[src/rtl/mtp_pkg.sv]
package mtp_pkg;
  // Channel count and address layout are tied together: 16-byte window,
  // one word for the run register, then three words per channel.
  localparam int NCH         = 2;
  localparam int ADDR_W      = 4;
  localparam int WORD_W      = ADDR_W - 1;
  localparam int SEL_W       = 2;
  localparam int IE_BIT      = 6;
  localparam int REGS_PER_CH = 3;

  localparam logic [WORD_W-1:0] W_RUN = '0;

  typedef enum int {
    K_CTL = 0,
    K_CNT = 1,
    K_CMP = 2
  } chreg_e;

  // Word index of register k of channel ch.
  function automatic logic [WORD_W-1:0] ch_word(input int ch, input int k);
    ch_word = WORD_W'(1 + REGS_PER_CH * ch + k);
  endfunction
endpackage

[src/rtl/mtp_prescaler.sv]
module mtp_prescaler #(
  parameter int BASE_SHIFT = 3,
  parameter int STEP_SHIFT = 2,
  parameter int SEL_W      = 2
) (
  input  logic             clk,
  input  logic             rst,
  input  logic             run,
  input  logic [SEL_W-1:0] sel,
  output logic             tick
);
  localparam int NSEL = 1 << SEL_W;
  localparam int PW   = BASE_SHIFT + STEP_SHIFT * (NSEL - 1);

  logic [PW-1:0] pcnt_q;
  logic [PW-1:0] limit;

  // Terminal count for the selected ratio: 2^(BASE + STEP*sel) - 1.
  always_comb begin
    limit = '0;
    for (int i = 0; i < NSEL; i++) begin
      if (sel == SEL_W'(i))
        limit = PW'((64'd1 << (BASE_SHIFT + STEP_SHIFT * i)) - 64'd1);
    end
  end

  // >= keeps a ratio change mid-period from waiting for a full wrap.
  assign tick = run && (pcnt_q >= limit);

  always_ff @(posedge clk) begin
    if (rst || !run)
      pcnt_q <= '0;
    else if (tick)
      pcnt_q <= '0;
    else
      pcnt_q <= pcnt_q + PW'(1);
  end
endmodule

[src/rtl/mtp_channel.sv]
module mtp_channel #(
  parameter int CNT_W      = 16,
  parameter int SEL_W      = 2,
  parameter int IE_BIT     = 6,
  parameter int BASE_SHIFT = 3,
  parameter int STEP_SHIFT = 2
) (
  input  logic             clk,
  input  logic             rst,
  input  logic             run,
  input  logic             ctl_we,
  input  logic             cnt_we,
  input  logic             cmp_we,
  input  logic [CNT_W-1:0] wdata,
  output logic [CNT_W-1:0] cnt_o,
  output logic [CNT_W-1:0] cmp_o,
  output logic [SEL_W-1:0] sel_o,
  output logic             ie_o,
  output logic             irq_o
);
  logic [CNT_W-1:0] cnt_q;
  logic [CNT_W-1:0] cmp_q;
  logic [SEL_W-1:0] sel_q;
  logic             ie_q;
  logic             irq_q;
  logic             tick;
  logic             hit;

  mtp_prescaler #(
    .BASE_SHIFT(BASE_SHIFT),
    .STEP_SHIFT(STEP_SHIFT),
    .SEL_W     (SEL_W)
  ) u_pre (
    .clk (clk),
    .rst (rst),
    .run (run),
    .sel (sel_q),
    .tick(tick)
  );

  assign hit = tick && (cnt_q == cmp_q);

  always_ff @(posedge clk) begin
    if (rst) begin
      sel_q <= '0;
      ie_q  <= 1'b0;
      cmp_q <= '1;
    end else begin
      if (ctl_we) begin
        sel_q <= wdata[SEL_W-1:0];
        ie_q  <= wdata[IE_BIT];
      end
      if (cmp_we)
        cmp_q <= wdata;
    end
  end

  // Software load wins over the hardware tick and suppresses its pulse.
  always_ff @(posedge clk) begin
    if (rst) begin
      cnt_q <= '0;
      irq_q <= 1'b0;
    end else begin
      irq_q <= hit && ie_q && !cnt_we;
      if (cnt_we)
        cnt_q <= wdata;
      else if (hit)
        cnt_q <= '0;
      else if (tick)
        cnt_q <= cnt_q + CNT_W'(1);
    end
  end

  assign cnt_o = cnt_q;
  assign cmp_o = cmp_q;
  assign sel_o = sel_q;
  assign ie_o  = ie_q;
  assign irq_o = irq_q;
endmodule

[src/rtl/mtp_busif.sv]
module mtp_busif
  import mtp_pkg::*;
#(
  parameter int NCH_P  = 2,
  parameter int DATA_W = 16
) (
  input  logic                        clk,
  input  logic                        rst,
  input  logic                        valid,
  input  logic                        write,
  input  logic [ADDR_W-1:0]           addr,
  input  logic [DATA_W-1:0]           wdata,
  input  logic [NCH_P-1:0][DATA_W-1:0] cnt_i,
  input  logic [NCH_P-1:0][DATA_W-1:0] cmp_i,
  input  logic [NCH_P-1:0][SEL_W-1:0] sel_i,
  input  logic [NCH_P-1:0]            ie_i,
  output logic [NCH_P-1:0]            run_o,
  output logic [NCH_P-1:0]            ctl_we_o,
  output logic [NCH_P-1:0]            cnt_we_o,
  output logic [NCH_P-1:0]            cmp_we_o,
  output logic [DATA_W-1:0]           rdata_o
);
  logic [ADDR_W-1:0] addr_sh;
  logic [WORD_W-1:0] word;
  logic              wr;
  logic              rd;
  logic [NCH_P-1:0]  run_q;
  logic [DATA_W-1:0] rmux;
  logic [DATA_W-1:0] rdata_q;

  // 16-bit accesses only: the byte-select bit plays no part.
  assign addr_sh = addr >> 1;
  assign word    = addr_sh[WORD_W-1:0];
  assign wr      = valid && write;
  assign rd      = valid && !write;

  always_ff @(posedge clk) begin
    if (rst)
      run_q <= '0;
    else if (wr && word == W_RUN)
      run_q <= wdata[NCH_P-1:0];
  end

  for (genvar c = 0; c < NCH_P; c++) begin : g_strobe
    assign ctl_we_o[c] = wr && (word == ch_word(c, K_CTL));
    assign cnt_we_o[c] = wr && (word == ch_word(c, K_CNT));
    assign cmp_we_o[c] = wr && (word == ch_word(c, K_CMP));
  end

  always_comb begin
    rmux = '0;
    if (word == W_RUN)
      rmux[NCH_P-1:0] = run_q;
    for (int c = 0; c < NCH_P; c++) begin
      if (word == ch_word(c, K_CTL)) begin
        rmux[SEL_W-1:0] = sel_i[c];
        rmux[IE_BIT]    = ie_i[c];
      end
      if (word == ch_word(c, K_CNT))
        rmux = cnt_i[c];
      if (word == ch_word(c, K_CMP))
        rmux = cmp_i[c];
    end
  end

  always_ff @(posedge clk) begin
    if (rst)
      rdata_q <= '0;
    else if (rd)
      rdata_q <= rmux;
  end

  assign run_o   = run_q;
  assign rdata_o = rdata_q;
endmodule

[src/rtl/match_timer_pair.sv]
module match_timer_pair
  import mtp_pkg::*;
#(
  parameter int CNT_W      = 16,
  parameter int BASE_SHIFT = 3,
  parameter int STEP_SHIFT = 2
) (
  input  logic              clk,
  input  logic              rst,
  input  logic              bus_valid,
  input  logic              bus_write,
  input  logic [ADDR_W-1:0] bus_addr,
  input  logic [CNT_W-1:0]  bus_wdata,
  output logic [CNT_W-1:0]  bus_rdata,
  output logic [NCH-1:0]    irq
);
  logic [NCH-1:0]            run_w;
  logic [NCH-1:0]            ctl_we_w;
  logic [NCH-1:0]            cnt_we_w;
  logic [NCH-1:0]            cmp_we_w;
  logic [NCH-1:0][CNT_W-1:0] cnt_w;
  logic [NCH-1:0][CNT_W-1:0] cmp_w;
  logic [NCH-1:0][SEL_W-1:0] sel_w;
  logic [NCH-1:0]            ie_w;

  mtp_busif #(
    .NCH_P (NCH),
    .DATA_W(CNT_W)
  ) u_bus (
    .clk     (clk),
    .rst     (rst),
    .valid   (bus_valid),
    .write   (bus_write),
    .addr    (bus_addr),
    .wdata   (bus_wdata),
    .cnt_i   (cnt_w),
    .cmp_i   (cmp_w),
    .sel_i   (sel_w),
    .ie_i    (ie_w),
    .run_o   (run_w),
    .ctl_we_o(ctl_we_w),
    .cnt_we_o(cnt_we_w),
    .cmp_we_o(cmp_we_w),
    .rdata_o (bus_rdata)
  );

  for (genvar c = 0; c < NCH; c++) begin : g_ch
    mtp_channel #(
      .CNT_W     (CNT_W),
      .SEL_W     (SEL_W),
      .IE_BIT    (IE_BIT),
      .BASE_SHIFT(BASE_SHIFT),
      .STEP_SHIFT(STEP_SHIFT)
    ) u_ch (
      .clk   (clk),
      .rst   (rst),
      .run   (run_w[c]),
      .ctl_we(ctl_we_w[c]),
      .cnt_we(cnt_we_w[c]),
      .cmp_we(cmp_we_w[c]),
      .wdata (bus_wdata),
      .cnt_o (cnt_w[c]),
      .cmp_o (cmp_w[c]),
      .sel_o (sel_w[c]),
      .ie_o  (ie_w[c]),
      .irq_o (irq[c])
    );
  end
endmodule

[config.mk]
export PLATFORM = sky130hd
export DESIGN_NAME = match_timer_pair
export DESIGN_NICKNAME = d
export VERILOG_FILES = /design/src/rtl/mtp_pkg.sv /design/src/rtl/mtp_prescaler.sv /design/src/rtl/mtp_channel.sv /design/src/rtl/mtp_busif.sv /design/src/rtl/match_timer_pair.sv
export SDC_FILE = /design/constraint.sdc
export NUM_CORES = 1
export LEC_CHECK = 0
export ABC_CLOCK_PERIOD_IN_PS = 4400
export CORE_ASPECT_RATIO = 1.75
export CORE_UTILIZATION = 56
export DETAILED_ROUTE_END_ITERATION = 10
export DONT_BUFFER_PORTS = 1
export GPL_ROUTABILITY_DRIVEN = 0
export PLACE_DENSITY = 0.72
export SLEW_MARGIN = 20
export SYNTH_ARGS = -nofsm -noshare
export SYNTH_HDL_FRONTEND = slang
export SYNTH_SLANG_ARGS = --single-unit
[constraint.sdc]
create_clock -name clk -period 4.4 [get_ports clk]
set_input_delay 0.88 -clock clk [delete_from_list [all_inputs] [get_ports clk]]
set_output_delay 0.88 -clock clk [all_outputs]
set_load 0.1 [all_outputs]
Word level (Yosys, flattened, before mapping)
Cells that the tools add are included.

Reduce and logical (&&, ||, !) cells: 31. Equal/unequal tests: 14. Multiplexer cells: 23. Add/subtract/negate cells: 4. $lt $le $gt $ge: 2.

Operators with widths (count): 16-bit 2-to-1 mux (10); 9-bit 2-to-1 mux (6); 16-bit by 1-bit adder with 16-bit output, second input constant (2); 16-bit == test (2); 9-bit by 1-bit adder with 9-bit output, second input constant (2); 9-bit >= comparator (2); 1-bit logical AND (17); 3-bit == test, second input constant (3); 2-bit == test, second input constant (4); 3-bit by 2-bit == test with 1-bit output, second input constant (2); 2-bit 2-to-1 mux (3); 3-bit 2-to-1 mux (2); 3-bit nonzero test (2); 1-bit logical NOT (5); 2-bit by 1-bit == test with 1-bit output, second input constant (2); 2-bit logical NOT (2); 2-bit OR reduction (2); 3-bit by 1-bit == test with 1-bit output, second input constant (1); 3-bit logical NOT (1); 1-bit logical OR (2); 1-bit 2-to-1 mux (2).

Flip-flop bits (word level): 108. Word-level logic and storage cells: 88.

Depth between registers and ports, before layout
Gate-level depths: netlist of run 1.

Word-level depth: 10. Mapped depth: 11.

Modules after synthesis
From an unflattened synthesis of run 1, not the netlist that was laid out.

Cells, all modules: 686. Area, all modules: 6142.1 um^2.

By module, submodules not included: mtp_channel (seq. area each 720.7 um^2, cells an instance 204, area each 1868.0 um^2, times used 2); mtp_busif (seq. area each 360.3 um^2, cells an instance 144, area each 1242.4 um^2, times used 1); mtp_prescaler (seq. area each 180.2 um^2, cells an instance 67, area each 581.8 um^2, times used 2).

Least setup slack after synthesis of run 1
OpenSTA, ideal clock, no wires.

Path kind: input to register. Start point: input bus_addr[1]. End point: register g_ch[1].u_ch.cnt_q[4]. Path slack: 1.846 ns. Arrival: 2.494 ns. Library setup time: 0.060 ns. Stages on the path: 9. Data required time: 4.340 ns. Cell sequence: buf_2 -> and3b_1 -> clkbuf_1 -> and3_1 -> clkbuf_1 -> nor2_1 -> nand3_1 -> or4b_1 -> nand2_1.

Word-level cells in the longest chain between the ends: 3. Elaborated cells between the ends (all ways): 4. Classes of those cells: 1 x eq/ne; 1 x mux; 2 x reduce/logical.

Ends and longest elaborated chain: start: declaration (line match_timer_pair.sv:12) `input logic [ADDR_W-1:0] bus_addr,`; 3-bit == test * (line mtp_busif.sv:46) `assign cnt_we_o[c] = wr && (word == ch_word(c, K_CNT));`; 1-bit logical AND * (line mtp_busif.sv:46); 3-bit nonzero test (no source line) or 16-bit 2-to-1 mux (tied branches); end signal: assignment (line mtp_channel.sv:66) `cnt_q <= wdata;`; end signal: assignment (line mtp_channel.sv:70) `cnt_q <= cnt_q + CNT_W'(1);`; end: declaration (line mtp_channel.sv:21) `logic [CNT_W-1:0] cnt_q;`.

Mark *: on every way between the ends. The rest lies on a longest branch, timed or not. A chain may end at the register's enable or synchronous reset.

Worst setup path in the final report of run 1
Start point: register g_ch[0].u_ch.sel_q[1]. End point: register g_ch[0].u_ch.cnt_q[11].

Word-level cells in the longest chain between the ends: 10. Elaborated cells between the ends (all ways): 14. Classes of those cells: 1 x order compare; 3 x eq/ne; 6 x mux; 4 x reduce/logical.

Ends and longest elaborated chain: start: declaration (line mtp_channel.sv:23) `logic [SEL_W-1:0] sel_q;`; start signal: assignment (line mtp_channel.sv:50) `sel_q <= wdata[SEL_W-1:0];`; 2-bit logical NOT (line mtp_prescaler.sv:22) `if (sel == SEL_W'(i))`; 3-bit 2-to-1 mux (line mtp_prescaler.sv:22); 9-bit 2-to-1 mux (2 in a row) (line mtp_prescaler.sv:22); 9-bit 2-to-1 mux * (line mtp_prescaler.sv:22); 9-bit >= comparator * (line mtp_prescaler.sv:28) `assign tick = run && (pcnt_q >= limit);`; 1-bit logical AND * (line mtp_prescaler.sv:28); 1-bit logical AND (line mtp_channel.sv:41) `assign hit = tick && (cnt_q == cmp_q);`; 16-bit 2-to-1 mux (line mtp_channel.sv:67) `else if (hit)`; 16-bit 2-to-1 mux (line mtp_channel.sv:65) `if (cnt_we)`; end signal: assignment (line mtp_channel.sv:66); end signal: assignment (line mtp_channel.sv:70); end: declaration (line mtp_channel.sv:21).

Marked as above.

==> results.md, run 1 <==
| Result | Value | Unit |
|---|---|---|
| Slew headroom | 0.3516 | - |
| Count of routing violations after the opening detailed-route iteration | 448 | - |
| DRT Pass-1 Iters | 5 | - |
| Total number of clock tree sinks | 108 | - |
| Layout overhead on the synthesized area | 5.022 | % |
| Average via count per standard cell | 6.347 | - |
| Unrepaired setup endpoints after global routing | no | - |
| Clock power share | 0.419 | - |
| Number of nets still failing antenna checks after routing | 0 | - |
| Post-synth cell types | 62 | - |
| Critical register-to-register path startpoint | g_ch[0].u_ch.sel_o[1] | - |
| Critical Path Start | g_ch[0].u_ch.sel_o[1] | - |
| CTS HTree Levels | 3 | - |
| Pwr Density | 333.6 | mW/mm2 |
| Critical path endpoint category | flip-flop | - |
| TritonCTS clock tree | built | - |
| Leakage power | 2.192 | nW |
| Die Height | 138.4 | um |
| Vias in the first global route | 5006 | - |
| Result of the run | finished, final reports clean | - |
| Final total power | 2.086 | mW |
| Highest metal used | met4 | - |
| Number of synthesized register bits | 108 | - |
| First-pass GRT wire length | 24570 | um |
| Number of resized instances in the post-cts repair step | 0 | - |
| Num rows | 49 | - |
| Most numerous cell types in the synthesized netlist | sky130_fd_sc_hd__dfxtp_1 (108), sky130_fd_sc_hd__nand2_1 (102), sky130_fd_sc_hd__nor2_1 (86) | - |
| Number of input and output port buffers inserted | 0 | - |
| Total routing usage reported by global routing | 0.2858 | - |
| Most instantiated flip-flop cell in the synthesis netlist | sky130_fd_sc_hd__dfxtp_1 | - |
| Switching fraction of total power | 0.2541 | - |
| Seq/Total Area, Yosys | 0.3631 | - |
| Ys Warns | 0 | - |
| CP Max Fanout | 13 | - |
| Maximum ir drop on the vdd rail | 0.3137 | mV |
| Die Area | 0.01107 | mm2 |
| Mapped cell area | 0.005954 | mm2 |
| Highest Clock Rate | 0.3653 | GHz |
| Post-route non-filler standard cell count | 831 | - |
| Required time of the critical path | 4.67 | ns |
| Number of diodes added for antenna fixing | 0 | - |
| Cells after Synth | 734 | - |
| Number of remaining DRC errors | 0 | - |
| Final standard cell utilization of the core | 0.6071 | - |
| Boundary Pins | 42 | - |
| Crit share post-route | 0.6221 | - |
| Most repeated cell in the gate-level netlist after synthesis | sky130_fd_sc_hd__dfxtp_1 | - |
| Area share of the largest cell type after synthesis | 0.3631 | - |
| Number of nets in the layout | 737 | - |
| Hold Path Class | reg -> reg | - |
| Internal power | 1.556 | mW |
| Start-to-end type of the worst setup path | reg -> reg | - |
| Starting Density | 0.5781 | - |
| Mean Syn Cell Area | 8.112 | um2 |
| Routed length on met1 | 6036 | um |
| Net switching component of the power | 530.1 | uW |
| Part of the total power dissipated in combinational logic | 0.056 | - |
| Total congestion overflow after global routing | 0 | - |
| Number of antenna violations at the first check in global routing | 0 | - |
| Total detailed-routing wirelength | 15300 | um |
| Post-DR wirelength/cell | 18.41 | um |
| Top cells by area, synth | sky130_fd_sc_hd__dfxtp_1 (36%), sky130_fd_sc_hd__nand2_1 (6.4%), sky130_fd_sc_hd__nor2_1 (5.4%) | - |
| Number of violations of the max-capacitance limit | 0 | - |
| Crit start category | flip-flop | - |
| Endpoints failing setup | 0 | - |
| Detailed-routed wire length on met2 | 7995 | um |
| Startpoint of the worst hold path | g_ch[1].u_ch.u_pre.pcnt_q[0] | - |
| Post-CTS Hold Buffers | 0 | - |
| Clock buffers created by TritonCTS | 9 | - |
| Total Negative Setup Slacks | 0 | ns |
| Async SR Flop Fraction | 0 | - |
| Final min period | 2.737 | ns |
| Library cell occupying the most area in the post-synthesis netlist | sky130_fd_sc_hd__dfxtp_1 | - |
| Root cell of the clock tree | sky130_fd_sc_hd__clkbuf_16 | - |
| Pin count of the biggest net entering global routing | 88 | - |
| Worst Skew | 0.009203 | ns |
| Fraction of final layout cells sized beyond drive strength 1 | 0.04261 | - |
| Number of enable flip-flop cells after synthesis | 0 | - |
| Via count | 5274 | - |
| Endpoints failing hold | 0 | - |
| CORE AREA | 0.01030 | mm2 |
| Clock transition time at the flip-flop clock pins of the worst setup and hold paths | 0.07 | ns |
| Inst Count DP | 815 | - |
| Deepest clock path buffer count | 2 | - |
| Number of pins exceeding their max-slew limit in the final report | 0 | - |
| DIE WIDTH | 79.95 | um |
| Data arrival time at the worst-slack endpoint | 3.00 | ns |
| Met3 layer wire length in the routed design | 814 | um |
| Register share of total power | 0.525 | - |
| Transition at the pin with the smallest max-transition slack | 0.9712 | ns |
| Clock latency at the later pin of the worst-skew pair | 0.36 | ns |
| Buffers inserted during post-CTS setup optimization | 0 | - |
| Post-DP HPWL | 10820 | um |
## stage by stage
step	area (um2)	setup WS (ns)	hold slack (ns)
2_1_floorplan	5958	1.846	0.4225
3_3_place_gp	5928	1.466	0.4446
3_5_place_dp	5928	1.447	0.4738
4_1_cts	6245	1.680	0.4876
5_1_grt	6254	1.504	0.5094
6_report	6254	1.663	0.4735
## cell type report
cell class	instances	area, um2
clock buffer	9	225.2
clock inverter	7	91.34
fill	926	4046
inverter	13	48.80
multi-input combinational	566	3560
sequential	108	2162
tap	127	158.9
timing repair buffer	1	7.507
## registers in the layout, indices dropped and copies added (netlist names)
register	cells
g_ch.u_ch.sel_o	4
u_bus.rdata_o	16
u_bus.run_o	2
g_ch.u_ch.ie_o	2
g_ch.u_ch.cmp_o	32
g_ch.u_ch.cnt_o	32
g_ch.u_ch.irq_o	2
g_ch.u_ch.u_pre.pcnt_q	18
## routing by layer
layer / GRT usage / vias up
met1: 0.3357 / 2522
met4: 0.1259 / 0
met5: 0 / -
met3: 0.04488 / 41
li1: - / 2526
met2: 0.4993 / 185
## layout by cell type (no fill, tap or decap), drive strengths merged, types with 3 or more instances in the layout
cell	instances
or2	3
nand4b	4
a22oi	14
o21ai	39
and2	4
or3	10
clkinv	4
nand4	10
a32oi	4
a311oi	10
o211ai	3
xor2	23
xnor2	31
nor3	4
a31oi	3
a211oi	20
a211o	19
nor2b	21
inv	13
ha	14
and4	3
nand3b	19
nor4	9
nand2	103
and3	9
nand3	27
clkbuf	9
nor2	86
mux2i	26
a21oi	19
dfxtp	108
## path summary, 6_finish.rpt
check | end | depth (start not counted) | slack (ns)
max | g_ch[0].u_ch.cnt_o[11] | 9 | 1.66
min | g_ch[1].u_ch.u_pre.pcnt_q[0] | 1 | 0.47
max reg2reg | g_ch[0].u_ch.cnt_o[11] | 9 | 1.66
min reg2reg | g_ch[1].u_ch.u_pre.pcnt_q[0] | 1 | 0.47
## logic make-up (layout without fill, tap and decap cells)
| group | Yosys count | in the layout | synth area share |
|---|---|---|---|
| xor+xnor | 54 | 54 | 0.07943 |
| fa+ha+maj | 14 | 14 | 0.02942 |
| simple gates | 318 | 318 | 0.2582 |
| compound gates | 149 | 149 | 0.1744 |
| flops | 108 | 108 | 0.3631 |
| other cells | 1 | 2 | 0.0006298 |
| mux | 29 | 29 | 0.05316 |
| buf+inv | 61 | 30 | 0.04160 |
## power by group through the flow
stage	logic [mW]	clock network (mW)	registers [mW]
2_1_floorplan	0.116	0	1.11
3_3_place_gp	0.113	0	1.12
3_5_place_dp	0.115	0	1.12
4_1_cts	0.116	0.876	1.09
5_1_grt	0.130	0.921	1.10
6_report	0.117	0.874	1.09
## critical path: stages (launching register included)
cell and delay, ns:
sky130_fd_sc_hd__dfxtp_1 0.47, sky130_fd_sc_hd__inv_1 0.11, sky130_fd_sc_hd__ha_1 0.30, sky130_fd_sc_hd__nand3_1 0.07, sky130_fd_sc_hd__a21oi_1 0.12, sky130_fd_sc_hd__o22ai_1 0.13
sky130_fd_sc_hd__a21oi_2 0.59, sky130_fd_sc_hd__nand2_2 0.20, sky130_fd_sc_hd__or3_1 0.39, sky130_fd_sc_hd__a311oi_1 0.26
No activity file was read; power rests on OpenSTA's default activity.
==> inputs of run 2 (changes only) <==
--- a/config.mk
+++ b/config.mk
@@ -5,7 +5,7 @@
 export SDC_FILE = /design/constraint.sdc
 export NUM_CORES = 1
 export LEC_CHECK = 0
-export ABC_CLOCK_PERIOD_IN_PS = 4400
+export ABC_CLOCK_PERIOD_IN_PS = 2600
 export CORE_ASPECT_RATIO = 1.75
 export CORE_UTILIZATION = 56
 export DETAILED_ROUTE_END_ITERATION = 10
==> constraint.sdc (replaced) <==
create_clock -name clk -period 2.6 [get_ports clk]
set_input_delay 0.52 -clock clk [delete_from_list [all_inputs] [get_ports clk]]
set_output_delay 0.52 -clock clk [all_outputs]
set_load 0.1 [all_outputs]
==> run 2 against run 1 <==
Against the previous run:
- highest routed layer unchanged
- cell area is 4.1% higher
- largest cell class unchanged
- sequential share of layout area fell by 1.3 points
- combinational power rose to 2.9 times the previous value
- largest power group unchanged
- global-route usage is 0.18 points higher
- critical path type unchanged
==> results.md, run 2 (same netlist as run 1, synthesis figures left out) <==
| Result | Value | Unit |
|---|---|---|
| Crit start category | flip-flop | - |
| Die Area | 0.01107 | mm2 |
| Boundary Pins | 42 | - |
| Met1 global-route usage | 0.3336 | - |
| Layout overhead on the synthesized area | 9.288 | % |
| Num rows | 49 | - |
| Most frequent standard cell in the layout excluding fill and tap cells | sky130_fd_sc_hd__dfxtp_1 | - |
| Transition at the pin with the smallest max-transition slack | 0.9604 | ns |
| Result of the run | finished, final reports clean | - |
| Crit share post-route | 0.9077 | - |
| Average via count per standard cell | 6.213 | - |
| Starting Density | 0.5781 | - |
| Vias in the first global route | 5195 | - |
| Number of antenna violations at the first check in global routing | 0 | - |
| Most used cells in the layout excluding fill and tap cells | sky130_fd_sc_hd__dfxtp_1 (107), sky130_fd_sc_hd__nand2_1 (102), sky130_fd_sc_hd__nor2_1 (86) | - |
| Clock transition time at the flip-flop clock pins of the worst setup and hold paths | 0.07 | ns |
| Maximum ir drop on the vdd rail | 0.4935 | mV |
| Area occupied by registers | 0.002163 | mm2 |
| DRT Pass-1 Iters | 7 | - |
| Endpoints failing setup | 0 | - |
| First-pass GRT wire length | 25010 | um |
| Unrepaired setup endpoints after global routing | no | - |
| Fraction of final layout cells sized beyond drive strength 1 | 0.08548 | - |
| Pwr Density | 546.9 | mW/mm2 |
| Number of nets still failing antenna checks after routing | 0 | - |
| CTS HTree Levels | 3 | - |
| Total detailed-routing wirelength | 15490 | um |
| Hold Path Class | in -> reg | - |
| Highest Clock Rate | 0.4237 | GHz |
| Number of diodes added for antenna fixing | 0 | - |
| Final min period | 2.360 | ns |
| Number of remaining DRC errors | 0 | - |
| Buffers inserted during post-CTS setup optimization | 0 | - |
| Critical path endpoint category | flip-flop | - |
| Start-to-end type of the worst setup path | reg -> reg | - |
| Post-DR wirelength/cell | 17.93 | um |
| DIE WIDTH | 79.95 | um |
| CP Max Fanout | 11 | - |
| Number of violations of the max-capacitance limit | 0 | - |
| Total Negative Setup Slacks | 0 | ns |
| Clock buffers created by TritonCTS | 9 | - |
| Number of input and output port buffers inserted | 0 | - |
| TritonCTS clock tree | built | - |
| Number of cells traversed by the worst register-to-register path | 9 | - |
| Pin count of the biggest net entering global routing | 88 | - |
| Post-layout worst setup margin | 0.2400 | ns |
| Post-DP HPWL | 11300 | um |
| Via count | 5368 | - |
| Worst Skew | 0.008688 | ns |
| Slew headroom | 0.3588 | - |
| Leakage power | 2.357 | nW |
| Required time of the critical path | 2.83 | ns |
| CORE AREA | 0.01030 | mm2 |
| Fill cell count | 895 | - |
| Endpoints failing hold | 0 | - |
| GR peak layer | met2 | - |
| Met2 Track Usage GR | 0.4948 | - |
| Number of nets in the layout | 770 | - |
| Routing usage on met3 | 0.03630 | - |
| Total routing usage reported by global routing | 0.2875 | - |
| Total congestion overflow after global routing | 0 | - |
| Clock latency at the later pin of the worst-skew pair | 0.35 | ns |
| Place WS | 0.1685 | ns |
| Die Height | 138.4 | um |
| Data arrival time at the worst-slack endpoint | 2.59 | ns |
| Area of the multi-input gates | 0.003562 | mm2 |
| Deepest clock path buffer count | 2 | - |
| Number of pins exceeding their max-slew limit in the final report | 0 | - |
| Number of instances on the worst hold path | 1 | - |
| Count of routing violations after the opening detailed-route iteration | 473 | - |
| Final standard cell utilization of the core | 0.6318 | - |
| Total number of clock tree sinks | 108 | - |
| Root cell of the clock tree | sky130_fd_sc_hd__clkbuf_16 | - |
==> run 2: cell types whose count changed in the layout (fill, tap and decap cells not counted), sizes merged <==
cell	previous run	this run
buf	1	34
clkbuf	9	12
clkinv	4	1
==> run 2: worst paths after layout <==
kind	from	slack, ns	to
worst max register to register	g_ch[1].u_ch.sel_o[0]	0.24	g_ch[1].u_ch.cnt_o[11]
worst min-delay path	rst	0.24	u_bus.rdata_o[0]
worst max-delay path	g_ch[1].u_ch.sel_o[0]	0.24	g_ch[1].u_ch.cnt_o[11]
worst min register to register	g_ch[0].u_ch.u_pre.pcnt_q[0]	0.47	g_ch[0].u_ch.u_pre.pcnt_q[0]
==> run 2: through the flow <==
stage          power, mW  hold slack [ns]  instances  cell area (um2)
2_1_floorplan      2.071           0.4225        735             5958
3_3_place_gp       2.109           0.4463        848             6176
3_5_place_dp       2.119           0.4632        848             6176
4_1_cts            3.574           0.2385        864             6495
5_1_grt            3.674           0.2330        864             6507
6_report           3.559           0.2420        864             6507
==> run 2: area by class of cell <==
class                      count  share of cell area
timing repair buffer          34             0.03922
multi-input combinational    566              0.5474
inverter                      13            0.007499
clock buffer                  12             0.03788
sequential                   108              0.3324
clock inverter                 4             0.01115
tap                          127             0.02442
==> run 2: per-layer routing <==
layer | wire (um) | vias up
met5 | 0 | -
met4 | 797 | 0
met3 | 719 | 64
met2 | 7779 | 177
met1 | 6199 | 2537
li1 | - | 2590
==> run 2: worst max-delay path: stages, from the launching register on <==
cell                       delay [ns]
sky130_fd_sc_hd__dfxtp_1         0.43
sky130_fd_sc_hd__nor2_1          0.11
sky130_fd_sc_hd__ha_1            0.29
sky130_fd_sc_hd__o21ai_0         0.08
sky130_fd_sc_hd__a221oi_1        0.26
sky130_fd_sc_hd__o211ai_1        0.21
sky130_fd_sc_hd__o21a_2          0.34
sky130_fd_sc_hd__nor3_1          0.29
sky130_fd_sc_hd__xnor2_1         0.15
sky130_fd_sc_hd__o21ai_0         0.08
==> run 2: what timing repair did <==
action / CTS / global route
hold endpoints to repair: 0 / 0
hold buffers: 0 / 0
endpoints found under the setup margin: 0 / 6
gates resized for setup: 0 / 4
==> run 2: report_power, final <==
| group | internal, mW | switching, mW | total, mW |
|---|---|---|---|
| combinational | 0.122 | 0.219 | 0.341 |
| sequential | 1.70 | 0.0457 | 1.74 |
| clock | 0.870 | 0.606 | 1.48 |
| total | 2.69 | 0.871 | 3.56 |
==> inputs of run 3 (changes only) <==
--- a/config.mk
+++ b/config.mk
@@ -11,7 +11,7 @@
 export DETAILED_ROUTE_END_ITERATION = 10
 export DONT_BUFFER_PORTS = 1
 export GPL_ROUTABILITY_DRIVEN = 0
-export PLACE_DENSITY = 0.72
+export PLACE_DENSITY = 0.69
 export SLEW_MARGIN = 20
 export SYNTH_ARGS = -nofsm -noshare
 export SYNTH_HDL_FRONTEND = slang
==> run 3 against run 2 <==
Against the previous run:
- sequential cell count unchanged
- die area unchanged
- cell count up 0.12%
- clock-buffer cell count up 3
- core utilization down 0.26 points
- critical path type unchanged
- critical endpoint is now g_ch[1].u_ch.cnt_o[6]
==> results.md, run 3 (same netlist as run 1, synthesis figures left out) <==
| Result | Value | Unit |
|---|---|---|
| Buffers inserted during post-CTS setup optimization | 0 | - |
| Count of routing violations after the opening detailed-route iteration | 432 | - |
| Layout overhead on the synthesized area | 8.846 | % |
| Post-layout worst setup margin | 0.1659 | ns |
| Number of input and output port buffers inserted | 0 | - |
| Endpoints failing hold | 0 | - |
| CP Max Fanout | 8 | - |
| Pin count of the biggest net entering global routing | 88 | - |
| Starting Density | 0.5781 | - |
| Transition at the pin with the smallest max-transition slack | 0.7194 | ns |
| Die Area | 0.01107 | mm2 |
| Clock buffers created by TritonCTS | 9 | - |
| Clock transition time at the flip-flop clock pins of the worst setup and hold paths | 0.07 | ns |
| Cell repeated most along the worst path | sky130_fd_sc_hd__o21ai_0 | - |
| Minimum setup slack among reg-to-reg paths | 0.17 | ns |
| Hold Path Class | in -> reg | - |
| Crit start category | flip-flop | - |
| Via count | 5335 | - |
| Number of nets in the layout | 771 | - |
| Crit share post-route | 0.9362 | - |
| Vias in the first global route | 5016 | - |
| Total detailed-routing wirelength | 15680 | um |
| Leakage power | 2.353 | nW |
| Max stage delay on crit path | 0.46 | ns |
| Number of remaining DRC errors | 0 | - |
| Endpoint of the worst hold path | u_bus.rdata_o[1] | - |
| Deepest clock path buffer count | 2 | - |
| Endpoints failing setup | 0 | - |
| Number of diodes added for antenna fixing | 0 | - |
| Cell Chain, Critical Path | nor2_1 > ha_1 > o21ai_0 > a221oi_1 > o211ai_1 > o21a_1 > nor3b_1 > xnor2_1 > o21ai_0 | - |
| Place WS | 0.2038 | ns |
| Post-DR wirelength/cell | 18.13 | um |
| Startpoint of the worst hold path | rst | - |
| Top Family by Delay on Critical Path | compound AO/OA/AOI/OAI gates | - |
| Data arrival time at the worst-slack endpoint | 2.66 | ns |
| Highest Clock Rate | 0.4108 | GHz |
| Unrepaired setup endpoints after global routing | no | - |
| Critical path endpoint category | flip-flop | - |
| Boundary Pins | 42 | - |
| Number of pins exceeding their max-slew limit in the final report | 0 | - |
| Number of nets still failing antenna checks after routing | 0 | - |
| Start-to-end type of the worst setup path | reg -> reg | - |
| DIE WIDTH | 79.95 | um |
| Pwr Density | 536.3 | mW/mm2 |
| Root cell of the clock tree | sky130_fd_sc_hd__clkbuf_16 | - |
| Worst path bufs/invs | 0 | - |
| CORE AREA | 0.01030 | mm2 |
| CTS HTree Levels | 3 | - |
| TritonCTS clock tree | built | - |
| Maximum ir drop on the vdd rail | 0.4140 | mV |
| First-pass GRT wire length | 24920 | um |
| DRT Pass-1 Iters | 5 | - |
| Slowest CP cell | sky130_fd_sc_hd__dfxtp_1 | - |
| Total routing usage reported by global routing | 0.2918 | - |
| Final total power | 3.476 | mW |
| Worst Skew | 0.007366 | ns |
| Clock latency at the later pin of the worst-skew pair | 0.35 | ns |
| Number of resized instances in the post-cts repair step | 0 | - |
| Average via count per standard cell | 6.168 | - |
| Total congestion overflow after global routing | 0 | - |
| Slew headroom | 0.5191 | - |
| Post-CTS Hold Buffers | 0 | - |
| Post-DP HPWL | 11230 | um |
| Number of violations of the max-capacitance limit | 0 | - |
| Die Height | 138.4 | um |
| Required time of the critical path | 2.82 | ns |
| End of the worst register-to-register path | g_ch[1].u_ch.cnt_o[6] | - |
| Number of instances on the worst hold path | 1 | - |
| Num rows | 49 | - |
| Number of cells traversed by the worst register-to-register path | 9 | - |
| Final standard cell area without fillers | 0.006481 | mm2 |
| Total number of clock tree sinks | 108 | - |
| Number of antenna violations at the first check in global routing | 0 | - |
| Worst hold slack after final layout | 0.2417 | ns |
| Critical register-to-register path startpoint | g_ch[1].u_ch.sel_o[0] | - |
| Fraction of final layout cells sized beyond drive strength 1 | 0.07859 | - |
| Result of the run | finished, final reports clean | - |
| Most frequent standard cell in the layout excluding fill and tap cells | sky130_fd_sc_hd__dfxtp_1 | - |
| Total Negative Setup Slacks | 0 | ns |
| Final min period | 2.434 | ns |
| Most used cells in the layout excluding fill and tap cells | sky130_fd_sc_hd__dfxtp_1 (108), sky130_fd_sc_hd__nand2_1 (102), sky130_fd_sc_hd__nor2_1 (86) | - |
| Placed cell area | 0.006183 | mm2 |
[run 3: report_power, final]
| group | switching [mW] | internal (mW) |
|---|---|---|
| Sequential | 0.0397 | 1.70 |
| Combinational | 0.225 | 0.123 |
| Clock | 0.590 | 0.802 |
[run 3: metrics by stage]
| step | std cells | util |
|---|---|---|
| final | 865 | 0.6293 |
| after global routing | 865 | 0.6293 |
| after CTS | 865 | 0.6293 |
| after detailed placement | 849 | 0.6003 |
| after global placement | 849 | 0.6003 |
| after floorplan | 735 | - |
[run 3: layout make-up]
class	instances	area, um2
Clock inverter	1	30.03
Tap cell	127	158.9
Clock buffer	15	267.8
Fill cell	924	3819
Multi-Input combinational cell	566	3551
Sequential cell	108	2162
Timing Repair Buffer	35	262.8
Inverter	13	48.80
[run 3: layer usage]
| metal | GRT usage | share of wire | wire length, um |
|---|---|---|---|
| met1 | 0.3447 | 0.40 | 6312 |
| met2 | 0.4998 | 0.51 | 7975 |
| met3 | 0.03894 | 0.050 | 783 |
| met4 | 0.1551 | 0.039 | 607 |
| met5 | 0 | 0 | 0 |
[run 3: worst max-delay path by stage]
stage	start	endpoint	slack, ns	cells past startpoint
after global placement	g_ch[1].u_ch.sel_o[1]	g_ch[1].u_ch.cnt_o[6]	0.27	9
after floorplan	g_ch[1].u_ch.sel_o[1]	g_ch[1].u_ch.cnt_o[7]	0.38	11
after global routing	g_ch[1].u_ch.sel_o[1]	g_ch[1].u_ch.cnt_o[4]	0.004	9
after detailed placement	g_ch[1].u_ch.sel_o[0]	g_ch[1].u_ch.cnt_o[6]	0.20	9
after CTS	g_ch[1].u_ch.sel_o[1]	g_ch[1].u_ch.cnt_o[6]	0.18	9
final	g_ch[1].u_ch.sel_o[0]	g_ch[1].u_ch.cnt_o[6]	0.17	9
